## config.mk

```make
export PLATFORM = sky130hd
export DESIGN_NAME = pf_serializer
export DESIGN_NICKNAME = d
export VERILOG_FILES = /design/src/rtl/pf_pkg.sv /design/src/rtl/pf_regfile.sv /design/src/rtl/pf_pattern_build.sv /design/src/rtl/pf_cell_select.sv /design/src/rtl/pf_serializer.sv
export SDC_FILE = /design/constraint.sdc
export NUM_CORES = 1
export LEC_CHECK = 0
export ABC_AREA = 1
export BUFFER_PORTS_ARGS = -buffer_cell sky130_fd_sc_hd__buf_4
export CORE_MARGIN = 4
export CORE_UTILIZATION = 62
export CTS_BUF_LIST = sky130_fd_sc_hd__clkbuf_16
export DETAILED_ROUTE_END_ITERATION = 6
export PLACE_DENSITY = 0.95
export SYNTH_ARGS = -nofsm -noshare
export SYNTH_HDL_FRONTEND = slang
export SYNTH_HIERARCHICAL = 1
export SYNTH_SLANG_ARGS = --single-unit
```

## constraint.sdc

```tcl
create_clock -name clk -period 3.8 [get_ports clk]
set_input_delay 0.19 -clock clk [delete_from_list [all_inputs] [get_ports clk]]
set_output_delay 0.19 -clock clk [all_outputs]
set_load 0.03 [all_outputs]
```

## src/rtl/pf_pkg.sv

```systemverilog
package pf_pkg;

    localparam int unsigned PF_REG_W       = 8;
    localparam int unsigned PF_GRP_A_CELLS = 4;
    localparam int unsigned PF_ADDR_W      = 2;

    // Phase of the cell currently held in the output stage
    typedef enum logic [1:0] {
        PH_BLANK = 2'd0,
        PH_LEFT  = 2'd1,
        PH_RIGHT = 2'd2
    } pf_phase_e;

    // Register addresses
    typedef enum logic [1:0] {
        RA_GRP_A = 2'd0,
        RA_GRP_B = 2'd1,
        RA_GRP_C = 2'd2,
        RA_CTRL  = 2'd3
    } pf_reg_e;

    typedef struct packed {
        logic over_objects;   // data bit 2
        logic score_mode;     // data bit 1
        logic mirror;         // data bit 0
    } pf_ctrl_t;

    localparam logic [1:0] CSEL_OWN          = 2'b00;
    localparam logic [1:0] CSEL_LEFT_PLAYER  = 2'b01;
    localparam logic [1:0] CSEL_RIGHT_PLAYER = 2'b10;

endpackage

```

## src/rtl/pf_regfile.sv

```systemverilog
module pf_regfile
    import pf_pkg::*;
#(
    parameter int unsigned REG_W   = PF_REG_W,
    parameter int unsigned A_CELLS = PF_GRP_A_CELLS
) (
    input  logic                 clk,
    input  logic                 rst_n,
    input  logic                 wr_en,
    input  logic [PF_ADDR_W-1:0] wr_addr,
    input  logic [REG_W-1:0]     wr_data,
    output logic [A_CELLS-1:0]   grp_a,
    output logic [REG_W-1:0]     grp_b,
    output logic [REG_W-1:0]     grp_c,
    output pf_ctrl_t             ctrl
);

    // Only the upper A_CELLS bits of the first group are kept
    localparam int unsigned A_TOP = REG_W - 1;

    always_ff @(posedge clk) begin
        if (!rst_n) begin
            grp_a <= '0;
            grp_b <= '0;
            grp_c <= '0;
            ctrl  <= '0;
        end else if (wr_en) begin
            unique case (pf_reg_e'(wr_addr))
                RA_GRP_A: grp_a <= wr_data[A_TOP -: A_CELLS];
                RA_GRP_B: grp_b <= wr_data;
                RA_GRP_C: grp_c <= wr_data;
                RA_CTRL: begin
                    ctrl.over_objects <= wr_data[2];
                    ctrl.score_mode   <= wr_data[1];
                    ctrl.mirror       <= wr_data[0];
                end
                default: ;
            endcase
        end
    end

endmodule

```

## src/rtl/pf_pattern_build.sv

```systemverilog
module pf_pattern_build #(
    parameter int unsigned A_CELLS = 4,
    parameter int unsigned B_CELLS = 8,
    parameter int unsigned C_CELLS = 8
) (
    input  logic [A_CELLS-1:0]                   grp_a,
    input  logic [B_CELLS-1:0]                   grp_b,
    input  logic [C_CELLS-1:0]                   grp_c,
    output logic [A_CELLS+B_CELLS+C_CELLS-1:0]   pattern
);

    // pattern[i] is half-line cell i, cell 0 leftmost
    for (genvar i = 0; i < A_CELLS; i++) begin : g_grp_a
        assign pattern[i] = grp_a[i];
    end

    // middle group runs high bit first
    for (genvar j = 0; j < B_CELLS; j++) begin : g_grp_b
        assign pattern[A_CELLS + j] = grp_b[B_CELLS - 1 - j];
    end

    // last group runs low bit first
    for (genvar k = 0; k < C_CELLS; k++) begin : g_grp_c
        assign pattern[A_CELLS + B_CELLS + k] = grp_c[k];
    end

endmodule

```

## src/rtl/pf_cell_select.sv

```systemverilog
module pf_cell_select
    import pf_pkg::*;
#(
    parameter int unsigned HALF  = 20,
    parameter int unsigned POS_W = $clog2(2 * HALF)
) (
    input  logic             cell_valid,
    input  logic [POS_W-1:0] cell_idx,
    input  logic [HALF-1:0]  pattern,
    input  logic             mirror,
    output pf_phase_e        phase_next,
    output logic             cell_bit
);

    localparam int unsigned IDX_W = $clog2(HALF);
    localparam logic [POS_W-1:0] HALF_P = POS_W'(HALF);
    localparam logic [POS_W-1:0] LINE_P = POS_W'(2 * HALF);
    localparam logic [IDX_W-1:0] LAST_I = IDX_W'(HALF - 1);

    logic [POS_W-1:0] right_off;
    logic [IDX_W-1:0] half_idx;

    assign right_off = cell_idx - HALF_P;

    always_comb begin
        phase_next = PH_BLANK;
        half_idx   = '0;
        if (cell_valid) begin
            if (cell_idx < HALF_P) begin
                phase_next = PH_LEFT;
                half_idx   = IDX_W'(cell_idx);
            end else if (cell_idx < LINE_P) begin
                phase_next = PH_RIGHT;
                half_idx   = mirror ? (LAST_I - IDX_W'(right_off))
                                    : IDX_W'(right_off);
            end
        end
    end

    assign cell_bit = (phase_next != PH_BLANK) && pattern[half_idx];

endmodule

```

## src/rtl/pf_serializer.sv

```systemverilog
module pf_serializer
    import pf_pkg::*;
#(
    parameter int unsigned REG_W   = PF_REG_W,
    parameter int unsigned A_CELLS = PF_GRP_A_CELLS,
    parameter int unsigned POS_W   = $clog2(2 * (A_CELLS + 2 * REG_W))
) (
    input  logic             clk,
    input  logic             rst_n,
    input  logic             wr_en,
    input  logic [1:0]       wr_addr,
    input  logic [REG_W-1:0] wr_data,
    input  logic             cell_valid,
    input  logic [POS_W-1:0] cell_idx,
    output logic             pf_on,
    output logic [1:0]       pf_color_sel,
    output logic             pf_priority
);

    localparam int unsigned HALF = A_CELLS + 2 * REG_W;

    logic [A_CELLS-1:0] grp_a;
    logic [REG_W-1:0]   grp_b;
    logic [REG_W-1:0]   grp_c;
    pf_ctrl_t           ctrl;
    logic [HALF-1:0]    pattern_w;
    pf_phase_e          phase_next;
    logic               cell_bit;

    pf_phase_e state, state_d;
    logic      bit_q;
    logic      score_q;
    logic      prio_q;

    pf_regfile #(
        .REG_W   (REG_W),
        .A_CELLS (A_CELLS)
    ) u_regs (
        .clk     (clk),
        .rst_n   (rst_n),
        .wr_en   (wr_en),
        .wr_addr (wr_addr),
        .wr_data (wr_data),
        .grp_a   (grp_a),
        .grp_b   (grp_b),
        .grp_c   (grp_c),
        .ctrl    (ctrl)
    );

    pf_pattern_build #(
        .A_CELLS (A_CELLS),
        .B_CELLS (REG_W),
        .C_CELLS (REG_W)
    ) u_build (
        .grp_a   (grp_a),
        .grp_b   (grp_b),
        .grp_c   (grp_c),
        .pattern (pattern_w)
    );

    pf_cell_select #(
        .HALF  (HALF),
        .POS_W (POS_W)
    ) u_select (
        .cell_valid (cell_valid),
        .cell_idx   (cell_idx),
        .pattern    (pattern_w),
        .mirror     (ctrl.mirror),
        .phase_next (phase_next),
        .cell_bit   (cell_bit)
    );

    // Transitions: the presented position decides the next phase
    always_comb begin
        unique case (state)
            PH_BLANK: state_d = phase_next;   // BLANK->LEFT / BLANK->RIGHT
            PH_LEFT:  state_d = phase_next;   // LEFT->RIGHT at the half boundary
            PH_RIGHT: state_d = phase_next;   // RIGHT->BLANK past the last cell
            default:  state_d = PH_BLANK;
        endcase
    end

    // State register with the cell payload captured alongside
    always_ff @(posedge clk) begin
        if (!rst_n) begin
            state   <= PH_BLANK;
            bit_q   <= 1'b0;
            score_q <= 1'b0;
            prio_q  <= 1'b0;
        end else begin
            state   <= state_d;
            bit_q   <= cell_bit;
            score_q <= ctrl.score_mode;
            prio_q  <= ctrl.over_objects;
        end
    end

    // Outputs
    always_comb begin
        pf_on        = 1'b0;
        pf_color_sel = CSEL_OWN;
        unique case (state)
            PH_BLANK: ;
            PH_LEFT: begin
                pf_on        = bit_q;
                pf_color_sel = score_q ? CSEL_LEFT_PLAYER : CSEL_OWN;
            end
            PH_RIGHT: begin
                pf_on        = bit_q;
                pf_color_sel = score_q ? CSEL_RIGHT_PLAYER : CSEL_OWN;
            end
            default: ;
        endcase
    end

    assign pf_priority = prio_q;

endmodule

```

### After elaboration in Yosys (flattened, before gate mapping)

Index checks and enable logic that the tools add are counted.

* add/sub/neg operators: 2
* $lt $le $gt $ge: 3
* equal/unequal tests: 5
* multiplexer cells: 13
* reduce and logical (&&, ||, !) cells: 11

Operators by type and width (number)
* 5-bit two-way mux: 4
* 2-bit AND reduction: 5
* 2-bit two-way mux: 4
* 2-bit == test, second input constant: 3
* 5-bit by 6-bit less-than comparator with 1-bit output, second input constant: 1
* 6-bit by 5-bit less-than comparator with 1-bit output, second input constant: 1
* 6-bit less-than comparator, second input constant: 1
* 1-bit binary-select mux with 5-bit select: 1
* 5-bit subtractor, first input constant: 1
* 5-bit subtractor, second input constant: 1
* 2-bit by 1-bit == test with 1-bit output, second input constant: 2
* 2-bit logical NOT: 2
* 2-bit case mux with 2 select lines: 1
* 1-bit two-way mux: 3
* 3-bit OR reduction: 1
* 2-bit nonzero test: 1
* 2-bit OR reduction: 1
* 1-bit logical AND: 1

* bits in registers: 28
* bits of input ports: 20
* output and inout bits: 4

### Depth between registers and ports, before layout

Gate-level depths: netlist of run 1.

* word-level depth: 9
* mapped depth: 19

### By module

The synthesis of run 1 kept the hierarchy.

Modules (own cells, without submodules)
* pf_regfile: instances 1, cells each 149, area an instance 979.7 um^2, seq. area each 460.4 um^2
* pf_cell_select: instances 1, cells each 98, area an instance 491.7 um^2, seq. area each 0.0 um^2
* pf_serializer: instances 1, cells each 28, area an instance 212.7 um^2, seq. area each 100.1 um^2
* pf_pattern_build: instances 1, cells each 20, area an instance 150.1 um^2, seq. area each 0.0 um^2

### Least setup slack after synthesis of run 1

No wires, ideal clock.

* path kind: in2reg
* start: input cell_idx[2]
* end: register bit_q
* data arrival time: 1.534 ns
* data required time: 3.691 ns
* setup slack: 2.157 ns
* stages: 18
* buffers on the path: 1
* cells stage by stage: inv_1 -> ha_1 -> inv_1 -> a21oi_1 -> nand2_2 -> nand2_4 -> nand2_4 -> buf_6 -> nand2_1 -> nand3_1 -> nand2_1 -> nand2_1 -> nand2_1 -> inv_1 -> nand2_1 -> a21oi_2 -> nand2_1 -> inv_1

* longest elaborated chain between the ends: 9
* elaborated cells between the ends (all ways): 15
* classes of those cells: add/sub: 2; order compare: 2; mux: 9; reduce/logical: 2

Ends and longest elaborated chain
* start: declaration: line pf_serializer.sv:14 `input logic [POS_W-1:0] cell_idx,`
* 5-bit subtractor: line pf_cell_select.sv:23 `assign right_off = cell_idx - HALF_P;`
* 5-bit subtractor: line pf_cell_select.sv:34 `half_idx = mirror ? (LAST_I - IDX_W'(right_off))`
* 5-bit two-way mux: line pf_cell_select.sv:34
* 5-bit two-way mux: line pf_cell_select.sv:32 `end else if (cell_idx < LINE_P) begin`
* 5-bit two-way mux: line pf_cell_select.sv:29 `if (cell_idx < HALF_P) begin`
* 5-bit two-way mux: line pf_cell_select.sv:28 `if (cell_valid) begin`
* 1-bit binary-select mux with 5-bit select: line pf_cell_select.sv:40 `assign cell_bit = (phase_next != PH_BLANK) && pattern[half_idx];`
* 1-bit two-way mux (not written as such): line pf_cell_select.sv:40
* 1-bit logical AND (*): line pf_cell_select.sv:40
* named net cell_bit: line pf_serializer.sv:28 `logic cell_bit;`
* end signal: assignment: line pf_serializer.sv:92 `bit_q <= cell_bit;`
* end: declaration: line pf_serializer.sv:31 `logic bit_q;`

Mark *: on every way through the listed nets, which the timed path passes. The rest lies on a longest branch. The select of a mux whose other input is x is not followed.
A chain may end at the register's enable or synchronous reset.

### Worst setup path in the final report of run 1

Same ends and word-level chain as after synthesis.

==> results_dict.tcl, run 1 <==
set metrics [dict create \
    n_antenna_cell 0 \
    rsz0062_at_grt "false" \
    root_buffer "clkbuf_16" \
    hold_buffers 0 \
    drive_above_1_share_pct 12.5 \
    crit_family "simple AND/OR/NAND/NOR gates" \
    grt_first_pass_wirelength_um 5980 \
    synth_area_per_cell_um2 6.22 \
    cap_violations 0 \
    leakagePower_nw 1.09 \
    outcome "finished, final reports clean" \
    clock_latency_ns 0.26 \
    vias 1594 \
    critical_path.cell_chain "buf_4 -> inv_1 -> ha_1 -> inv_1 -> a21oi_1 -> nand2_1 -> nand2_1 -> nand2_1 -> inv_1 -> nand3_1 -> nand2_1 -> nand2_1 -> nand2_1 -> inv_1 -> nand2_1 -> a21oi_2 -> nand2_1 -> inv_1" \
    post_cts_resized 0 \
    relSlewSlack_pct 68.8 \
    area_delta_synth_final_pct 5.87 \
    final_common_cell "nand2_1" \
    crit_fanout 7 \
    min_period_ns 1.67 \
    cts_buffers 3 \
    yosysTopAreaCellShare_pct 30.6 \
    holdWs_ns 0.166 \
    fp.dieArea_um2 3890 \
    setup_viol_count_final 0 \
    die-height_um 62.4 \
    drt-pass1-iter-count 4 \
    dr.first_iter.drc_count 76 \
    start_kind "input pin" \
    gp_congestion 0.971 \
    cp_common_cell "nand2_1" \
    io_buffer_count 23 \
    grt_pass1_vias 1440 \
    antenna_found_initial 0 \
    die_x_um 62.4 \
    finalSetupTns_ns 0 \
    placed_area_um2 1840 \
    rows 19 \
    viasPerCell 4.89 \
    grtUsageTotal_pct 18.4 \
    final_cell_mix "nand2_1 (84), nor2_1 (53), inv_1 (52)" \
    maxSlewViolCount 0 \
    max_stage_delay_ns 0.24 \
    yosysWarningCount 6 \
    required_ns 3.97 \
    clock_path_buffers 2 \
    syn_inst 295 \
    start_util_pct 65.9 \
    htree_levels 1 \
    synth_nets 320 \
    routedWlPerCell_um 10.7 \
    place_hpwl_um 2440 \
    timing.final.crit_share_pct 43.9 \
    vdd_drop_max_uv 312 \
    wl_um 3480 \
    ys_seq_area_share_pct 30.6 \
    path_clk_slew_ns 0.07 \
    synthDistinctLibCells 22 \
    worstSetupPathType "in -> reg" \
    pwr_density_cell_nw_per_um2 388 \
    fin_util_pct 69.8 \
    arrival_ns 1.84 \
    synth_top_area_cell "dfxtp_1" \
    design_area_um2 1940 \
    grt_max_degree 28 \
    final_nets 321 \
    hold_path_class "in -> reg" \
    synth_seq_cells 28 \
    grt-ovfl-total 0 \
    drc 0 \
    core_region_area_um2 2780 \
    clkSinkCount 28 \
    worst-slew-pin-transition_ns 0.466 \
    end_kind "flip-flop" \
    cts_tree "done" \
    drtAntennaViolNets 0 \
    ys_top_cells_by_area "dfxtp_1 (31%), nand2_1 (17%), nor2_1 (11%)" \
    fmax_mhz 600 \
    pin_count 24 \
    syn_area_um2 1830 \
    post_cts_buffers 0 \
    finalClockSkew_ns 0.00471 \
    cp_num_buf_inv 6 \
    hold_viol 0 \
    cp_slowest_cell "a21oi_1" \
]
Yosys cell counts:
| master | count |
|---|---|
| a21oi_1 | 7 |
| a21oi_2 | 1 |
| a22oi_1 | 1 |
| buf_4 | 22 |
| buf_6 | 2 |
| clkbuf_1 | 2 |
| clkbuf_8 | 1 |
| dfxtp_1 | 28 |
| ha_1 | 5 |
| inv_1 | 52 |
| nand2_1 | 84 |
| nand2_2 | 3 |
| nand2_4 | 2 |
| nand3_1 | 21 |
| nand3_2 | 2 |
| nand3_4 | 1 |
| nor2_1 | 53 |
| o211ai_1 | 1 |
| o21ai_0 | 1 |
| o21ai_1 | 2 |
| o21ai_2 | 1 |
| xnor2_1 | 3 |
metrics by stage:
stage	worst slack (ns)	power [mW]	std cells
after floorplan	2.16	0.425	295
after global placement	1.91	0.443	322
after global routing	1.90	0.785	326
after CTS	2.14	0.755	326
after detailed placement	1.87	0.446	322
final	2.13	0.752	326
metal layers:
metal,vias up,share of wire [%],track usage (%)
met3,11,4.7,3.06
met5,-,0,0
met4,0,2.8,9.28
met1,692,44,21.4
li1,850,-,-
met2,41,49,32.0
final cells by class:
type | count | area [um^2]
Inverter | 52 | 195
Tap cell | 31 | 38.8
Timing Repair Buffer | 23 | 173
Clock inverter | 1 | 30.0
Sequential cell | 28 | 561
Fill cell | 229 | 840
Clock buffer | 3 | 75.1
Multi-Input combinational cell | 188 | 870
worst min-delay path: stages:
cell and delay, ns:
buf_4 0.09, nor2_1 0.04, nor2_1 0.08
final timing paths:
check / from / endpoint / slack (ns) / depth (start not counted)
max: cell_idx[2] / bit_q$_SDFF_PN0_ / 2.13 / 18
min: wr_data[4] / u_regs/grp_c[4]$_SDFFE_PN0P_ / 0.17 / 3
max reg2reg: u_regs/ctrl[0]$_SDFFE_PN0P_ / bit_q$_SDFF_PN0_ / 2.14 / 16
min reg2reg: u_regs/ctrl[1]$_SDFFE_PN0P_ / score_q$_SDFF_PN0_ / 0.43 / 2
power breakdown:
| part | internal (mW) | leakage (nW) | total [mW] | switching [mW] |
|---|---|---|---|---|
| clock network | 0.210 | 0.0511 | 0.311 | 0.101 |
| logic | 0.0487 | 0.805 | 0.125 | 0.0761 |
| registers | 0.308 | 0.229 | 0.317 | 0.00875 |
sequential cells by signal (all words and copies together), names as in the netlist:
signal / cells
u_regs/grp_b: 8
u_regs/grp_c: 8
u_regs/grp_a: 4
u_regs/ctrl: 3
state: 2
bit_q: 1
pf_priority: 1
score_q: 1
cell families (layout without fill, tap and decap cells):
group / after synthesis / in the layout / share of synthesized area [%]
and+or+nand+nor: 166 / 166 / 38.1
adders and majority gates: 5 / 5 / 3.41
buffers and inverters: 79 / 79 / 22.0
AOI/OAI and AO/OA: 14 / 14 / 4.50
xor gates and xnor gates: 3 / 3 / 1.43
DFF: 28 / 28 / 30.6
No activity file was read; power rests on OpenSTA's default activity.
==> run 2, diff against run 1 <==
Settings changed: CORE_UTILIZATION 62 to 52, PLACE_DENSITY 0.95 to 0.87.
Clock period 3.8 ns to 1.43 ns, I/O delays scaled along.
==> results_dict.tcl, run 2 (synthesis results as in run 1) <==
set metrics [dict create \
    outcome "complete, but fails checks" \
    violations "negative setup slack" \
    pwr_density_cell_nw_per_um2 963 \
    die-height_um 67.4 \
    clkSinkCount 28 \
    wl_um 3730 \
    fmax_mhz 659 \
    final_nets 336 \
    finalClockSkew_ns 0.00227 \
    setup_viol_count_final 1 \
    drc 0 \
    n_fill_cell 317 \
    hold_buffers 0 \
    fp.dieArea_um2 4540 \
    grtUsageTotal_pct 18.2 \
    pwr-share-clk_pct 39.7 \
    drt-pass1-iter-count 4 \
    internal-power_mw 1.55 \
    area_delta_synth_final_pct 17.0 \
    cap_violations 0 \
    cts_tree "done" \
    n_antenna_cell 0 \
    final_common_cell "nand2_1" \
    path_clk_slew_ns 0.07 \
    fin_util_pct 63.8 \
    timing.final.crit_share_pct 106 \
    core_region_area_um2 3360 \
    drive_above_1_share_pct 21.3 \
    leakagePower_nw 1.16 \
    routedWlPerCell_um 10.5 \
    maxSlewViolCount 0 \
    start_kind "flip-flop" \
    dr.first_iter.drc_count 90 \
    vdd_drop_max_uv 974 \
    clock_path_buffers 2 \
    place_hpwl_um 2590 \
    combPwrFrac_pct 19.5 \
    grt-ovfl-total 0 \
    holdWs_ns 0.0470 \
    design_area_um2 2150 \
    final_cell_mix "nand2_1 (79), nor2_1 (53), inv_1 (47)" \
    worst-slew-pin-transition_ns 0.479 \
    drtAntennaViolNets 0 \
    root_buffer "clkbuf_16" \
    cts_buffers 3 \
    arrival_ns 1.68 \
    vias 1661 \
    grt_first_pass_wirelength_um 6330 \
    grt_pass1_vias 1510 \
    pin_count 24 \
    clock_latency_ns 0.26 \
    netSwitchingFraction_pct 25.1 \
    end_kind "flip-flop" \
    pwr-share-seq_pct 40.8 \
    min_period_ns 1.52 \
    htree_levels 1 \
    io_buffer_count 23 \
    rsz0062_at_grt "true" \
    gp_congestion 0.913 \
    placed_area_um2 1960 \
    viasPerCell 4.67 \
    reg_top3 "u_regs/grp_b (8), u_regs/grp_c (8), u_regs/grp_a (4)" \
    required_ns 1.60 \
    worstSetupPathType "reg -> reg" \
    relSlewSlack_pct 68.0 \
    layout_setup_ws_ns -0.0872 \
    p_switching_uw 519 \
    grt_max_degree 28 \
    rows 21 \
    start_util_pct 54.5 \
    crit_fanout 6 \
    antenna_found_initial 0 \
    hold_path_class "in -> reg" \
    hold_viol 0 \
    die_x_um 67.4 \
]
## run 2: changes by cell type in the layout (fill, tap and decap cells not counted), sizes merged
cell / previous run / this run
buf: 23 / 36
nand2: 89 / 91
## run 2: worst max-delay path, cell delays in order, from the launching register on
cell and delay, ns:
dfxtp_4 0.37, inv_4 0.05, nand2_2 0.04, nand2_2 0.07
nand3_4 0.09, nand2_8 0.14, nand2_8 0.07, o211ai_1 0.18
nand2_1 0.09, nand2_1 0.07, nand2_1 0.06, nand2_1 0.07
a21oi_2 0.03, nand2_1 0.05, inv_1 0.04
## run 2: final timing paths
| check | cells after the start | start | slack (ns) | endpoint |
|---|---|---|---|---|
| max | 14 | u_regs/ctrl[0]$_SDFFE_PN0P_ | -0.09 | bit_q$_SDFF_PN0_ |
| min | 3 | wr_data[3] | 0.05 | u_regs/grp_c[3]$_SDFFE_PN0P_ |
| max reg2reg | 14 | u_regs/ctrl[0]$_SDFFE_PN0P_ | -0.09 | bit_q$_SDFF_PN0_ |
| min reg2reg | 2 | u_regs/ctrl[2]$_SDFFE_PN0P_ | 0.44 | pf_priority$_SDFF_PN0_ |
## run 2: metrics by stage
| stage | TNS (ns) | power [mW] | setup slack [ns] | cells |
|---|---|---|---|---|
| 6_report | -0.0872 | 2.07 | -0.0872 | 356 |
| 5_1_grt | -0.260 | 2.17 | -0.260 | 356 |
| 4_1_cts | -0.0597 | 2.06 | -0.0597 | 356 |
| 3_5_place_dp | -0.225 | 1.22 | -0.225 | 349 |
| 3_3_place_gp | -0.126 | 1.21 | -0.126 | 349 |
| 2_1_floorplan | -0.0222 | 1.14 | -0.0222 | 295 |
## run 2: final cells by class
type                            instances  area, um^2  share of cell area [%]
Clock inverter                          1        30.0                    1.40
Multi-Input combinational cell        190         946                    44.1
Sequential cell                        28         566                    26.4
Tap cell                               46        57.6                    2.68
Inverter                               52         198                    9.21
Clock buffer                            3        75.1                    3.50
Timing Repair Buffer                   36         274                    12.8
## run 2: power by group through the flow
stage / combinational, mW / sequential, mW / clock [mW]
detailed placement: 0.362 / 0.860 / 0
finish: 0.404 / 0.843 / 0.821
global placement: 0.354 / 0.859 / 0
floorplan: 0.280 / 0.855 / 0
CTS: 0.386 / 0.843 / 0.827
global route: 0.460 / 0.847 / 0.860
## run 2: timing repair
item | CTS | global route
hold endpoints to repair | 0 | 0
pin swaps | 7 | 5
setup endpoints to repair | 1 | 2
buffers inserted | 1 | 0
gates resized for setup | 4 | 10
gates cloned | 2 | 0
## run 2: layer usage
layer / share of wire, % / global-route usage, % / up-vias
li1: - / - / 888
met1: 44 / 22.1 / 726
met2: 49 / 32.5 / 42
met3: 5.1 / 3.00 / 5
met4: 1.0 / 5.57 / 0
met5: 0 / 0 / -
==> run 3, diff against run 2 <==
Settings changed: ABC_AREA 1 to default, CORE_UTILIZATION 52 to 51, PLACE_DENSITY 0.87 to 0.86.
==> results_dict.tcl, run 3 <==
set metrics [dict create \
    outcome "complete, but fails checks" \
    violations "negative setup slack" \
    arrival_ns 2.28 \
    pwr_density_cell_nw_per_um2 849 \
    hold_path_class "in -> reg" \
    hold_viol 0 \
    die_x_um 67.1 \
    synthDistinctLibCells 44 \
    synth-main-ff-cell "dfxtp_1" \
    grt-ovfl-total 0 \
    maxSlewViolCount 0 \
    gp_congestion 0.952 \
    synth-edff-count 0 \
    synth_top_area_cell "dfxtp_1" \
    cts_buffers 3 \
    area_delta_synth_final_pct 20.0 \
    leakagePower_nw 1.00 \
    synth_nets 225 \
    drtAntennaViolNets 0 \
    yosysTopAreaCellShare_pct 31.5 \
    reg2reg_depth 10 \
    ys_seq_area_share_pct 31.5 \
    drive_above_1_share_pct 30.8 \
    finalClockSkew_ns 0.00329 \
    reg_top3 "u_regs/grp_b (8), u_regs/grp_c (8), u_regs/grp_a (4)" \
    fin_util_pct 63.5 \
    routedWlPerCell_um 13.8 \
    synth_xor_area_share_pct 0.985 \
    worstSetupPathType "reg -> reg" \
    synth_compound_gate_area_share_pct 11.4 \
    start_util_pct 52.9 \
    syn_area_um2 1780 \
    cap_violations 0 \
    grt_max_degree 37 \
    htree_levels 1 \
    place_hpwl_um 2670 \
    n_antenna_cell 0 \
    drt-pass1-iter-count 4 \
    fp.dieArea_um2 4500 \
    setup_viol_count_final 1 \
    holdWs_ns 0.0883 \
    rsz0062_at_grt "true" \
    synth_area_per_cell_um2 8.90 \
    async_flop_share_pct 0 \
    synth_top_family_by_area "simple AND/OR/NAND/NOR gates" \
    rows 21 \
    cts_tree "done" \
    final_cell_mix "buf_4 (44), nand2_1 (38), mux2i_1 (30)" \
    core_region_area_um2 3360 \
    synth_seq_cells 28 \
    grt_pass1_vias 1487 \
    gr-usage-met2_pct 31.7 \
    final_nets 250 \
    pin_count 24 \
    min_path_cells 3 \
    layout_setup_ws_ns -0.639 \
    viasPerCell 5.34 \
    clkSinkCount 28 \
    use_met3_pct 2.19 \
    top_usage_layer "met2" \
    dr.first_iter.drc_count 62 \
    end_kind "flip-flop" \
    worst-slew-pin-transition_ns 0.565 \
    wl_um 3720 \
    vdd_drop_max_uv 795 \
    synth_mux_area_share_pct 16.9 \
    grt_first_pass_wirelength_um 6340 \
    relSlewSlack_pct 62.2 \
    path_clk_slew_ns 0.06 \
    crit_fanout 8 \
    grtUsageTotal_pct 18.2 \
    hold_buffers 0 \
    final_common_cell "buf_4" \
    min_period_ns 2.07 \
    ys_top_cells_by_area "dfxtp_1 (32%), mux2i_1 (17%), buf_4 (8.9%)" \
    synth_most_common_cell "nand2_1" \
    drc 0 \
    syn_inst 200 \
    yosysWarningCount 6 \
    root_buffer "clkbuf_16" \
    vias 1442 \
    timing.final.crit_share_pct 145 \
    synth_adder_area_share_pct 3.52 \
    yosys.area_share.simple_pct 22.6 \
    die-height_um 67.1 \
    fmax_mhz 483 \
    start_kind "flip-flop" \
    antenna_found_initial 0 \
    ys_top_cells_by_count "nand2_1 (38), mux2i_1 (30), dfxtp_1 (28), buf_4 (21), a21oi_1 (8)" \
    clock_latency_ns 0.26 \
    clock_path_buffers 2 \
    use_met1_pct 22.2 \
    io_buffer_count 23 \
    required_ns 1.64 \
]
-- run 3: changes by cell type after synthesis, moves of 3 or more --
cell | previous run | this run
and2_2 | 0 | 3
and3b_1 | 0 | 3
buf_2 | 0 | 3
inv_1 | 52 | 5
mux2i_1 | 0 | 30
nand2_1 | 84 | 38
nand2_2 | 3 | 0
nand2b_1 | 0 | 7
nand3_1 | 21 | 2
nand3b_1 | 0 | 4
nor2_1 | 53 | 1
nor2b_1 | 0 | 4
-- run 3: metrics by stage --
stage | power [mW] | area, um^2 | TNS (ns) | instances | setup slack (ns)
after global routing | 1.90 | 2140 | -0.689 | 270 | -0.689
after detailed placement | 1.17 | 1980 | -0.716 | 264 | -0.716
final | 1.81 | 2140 | -0.639 | 270 | -0.639
after floorplan | 1.06 | 1790 | -0.433 | 200 | -0.433
after global placement | 1.16 | 1980 | -0.643 | 264 | -0.643
after CTS | 1.81 | 2110 | -0.574 | 270 | -0.574
-- run 3: cell families (layout without fill, tap and decap cells) --
| family | count (synthesis) | in the layout |
|---|---|---|
| adder cells (fa/ha/maj) | 5 | 5 |
| AND/OR/NAND/NOR | 74 | 74 |
| XOR/XNOR | 2 | 2 |
| AO/OA/AOI/OAI | 27 | 27 |
| flip-flops | 28 | 28 |
| multiplexers | 30 | 30 |
| buffers and inverters | 34 | 58 |
-- run 3: routing by layer --
metal	vias to the layer above	part of all wire, %
met2	44	48
met5	-	0
li1	722	-
met1	666	45
met3	10	4.8
met4	0	2.2
-- run 3: worst max-delay path: stages (launching register included) --
cell	delay (ns)
dfxtp_4	0.35
buf_6	0.13
nor2b_1	0.13
a22o_1	0.24
a21oi_1	0.18
buf_4	0.18
nand2_1	0.06
a31oi_1	0.17
a21oi_1	0.11
nor4_1	0.30
and2_2	0.18
-- run 3: timing repair --
| item | 4_1_cts | 5_1_grt |
|---|---|---|
| endpoints found under the setup margin | 1 | 2 |
| cloned | 0 | 0 |
| pin swaps | 15 | 0 |
| resized for setup | 9 | 4 |
| buffers inserted | 2 | 0 |
-- run 3: cell type report --
class / instances / area [um^2]
well taps: 46 / 57.6
flip-flops and latches: 28 / 566
multi-input cells: 138 / 1040
clock inverters: 1 / 3.75
inverters: 6 / 22.5
fillers: 291 / 1230
clock buffers: 3 / 75.1
repair buffers: 48 / 375
-- run 3: path summary, 6_finish.rpt --
kind / startpoint / endpoint / slack (ns)
max: u_regs/ctrl[0]$_SDFFE_PN0P_ / bit_q$_SDFF_PN0_ / -0.64
min: wr_data[3] / u_regs/grp_c[3]$_SDFFE_PN0P_ / 0.09
max reg2reg: u_regs/ctrl[0]$_SDFFE_PN0P_ / bit_q$_SDFF_PN0_ / -0.64
min reg2reg: u_regs/ctrl[2]$_SDFFE_PN0P_ / u_regs/ctrl[2]$_SDFFE_PN0P_ / 0.46
-- run 3: where the power goes --
part           internal [mW]  switching [mW]  total, mW
Clock                  0.374           0.247      0.621
Combinational          0.192           0.180      0.372
Sequential             0.806          0.0148      0.821
Total                   1.37           0.442       1.81
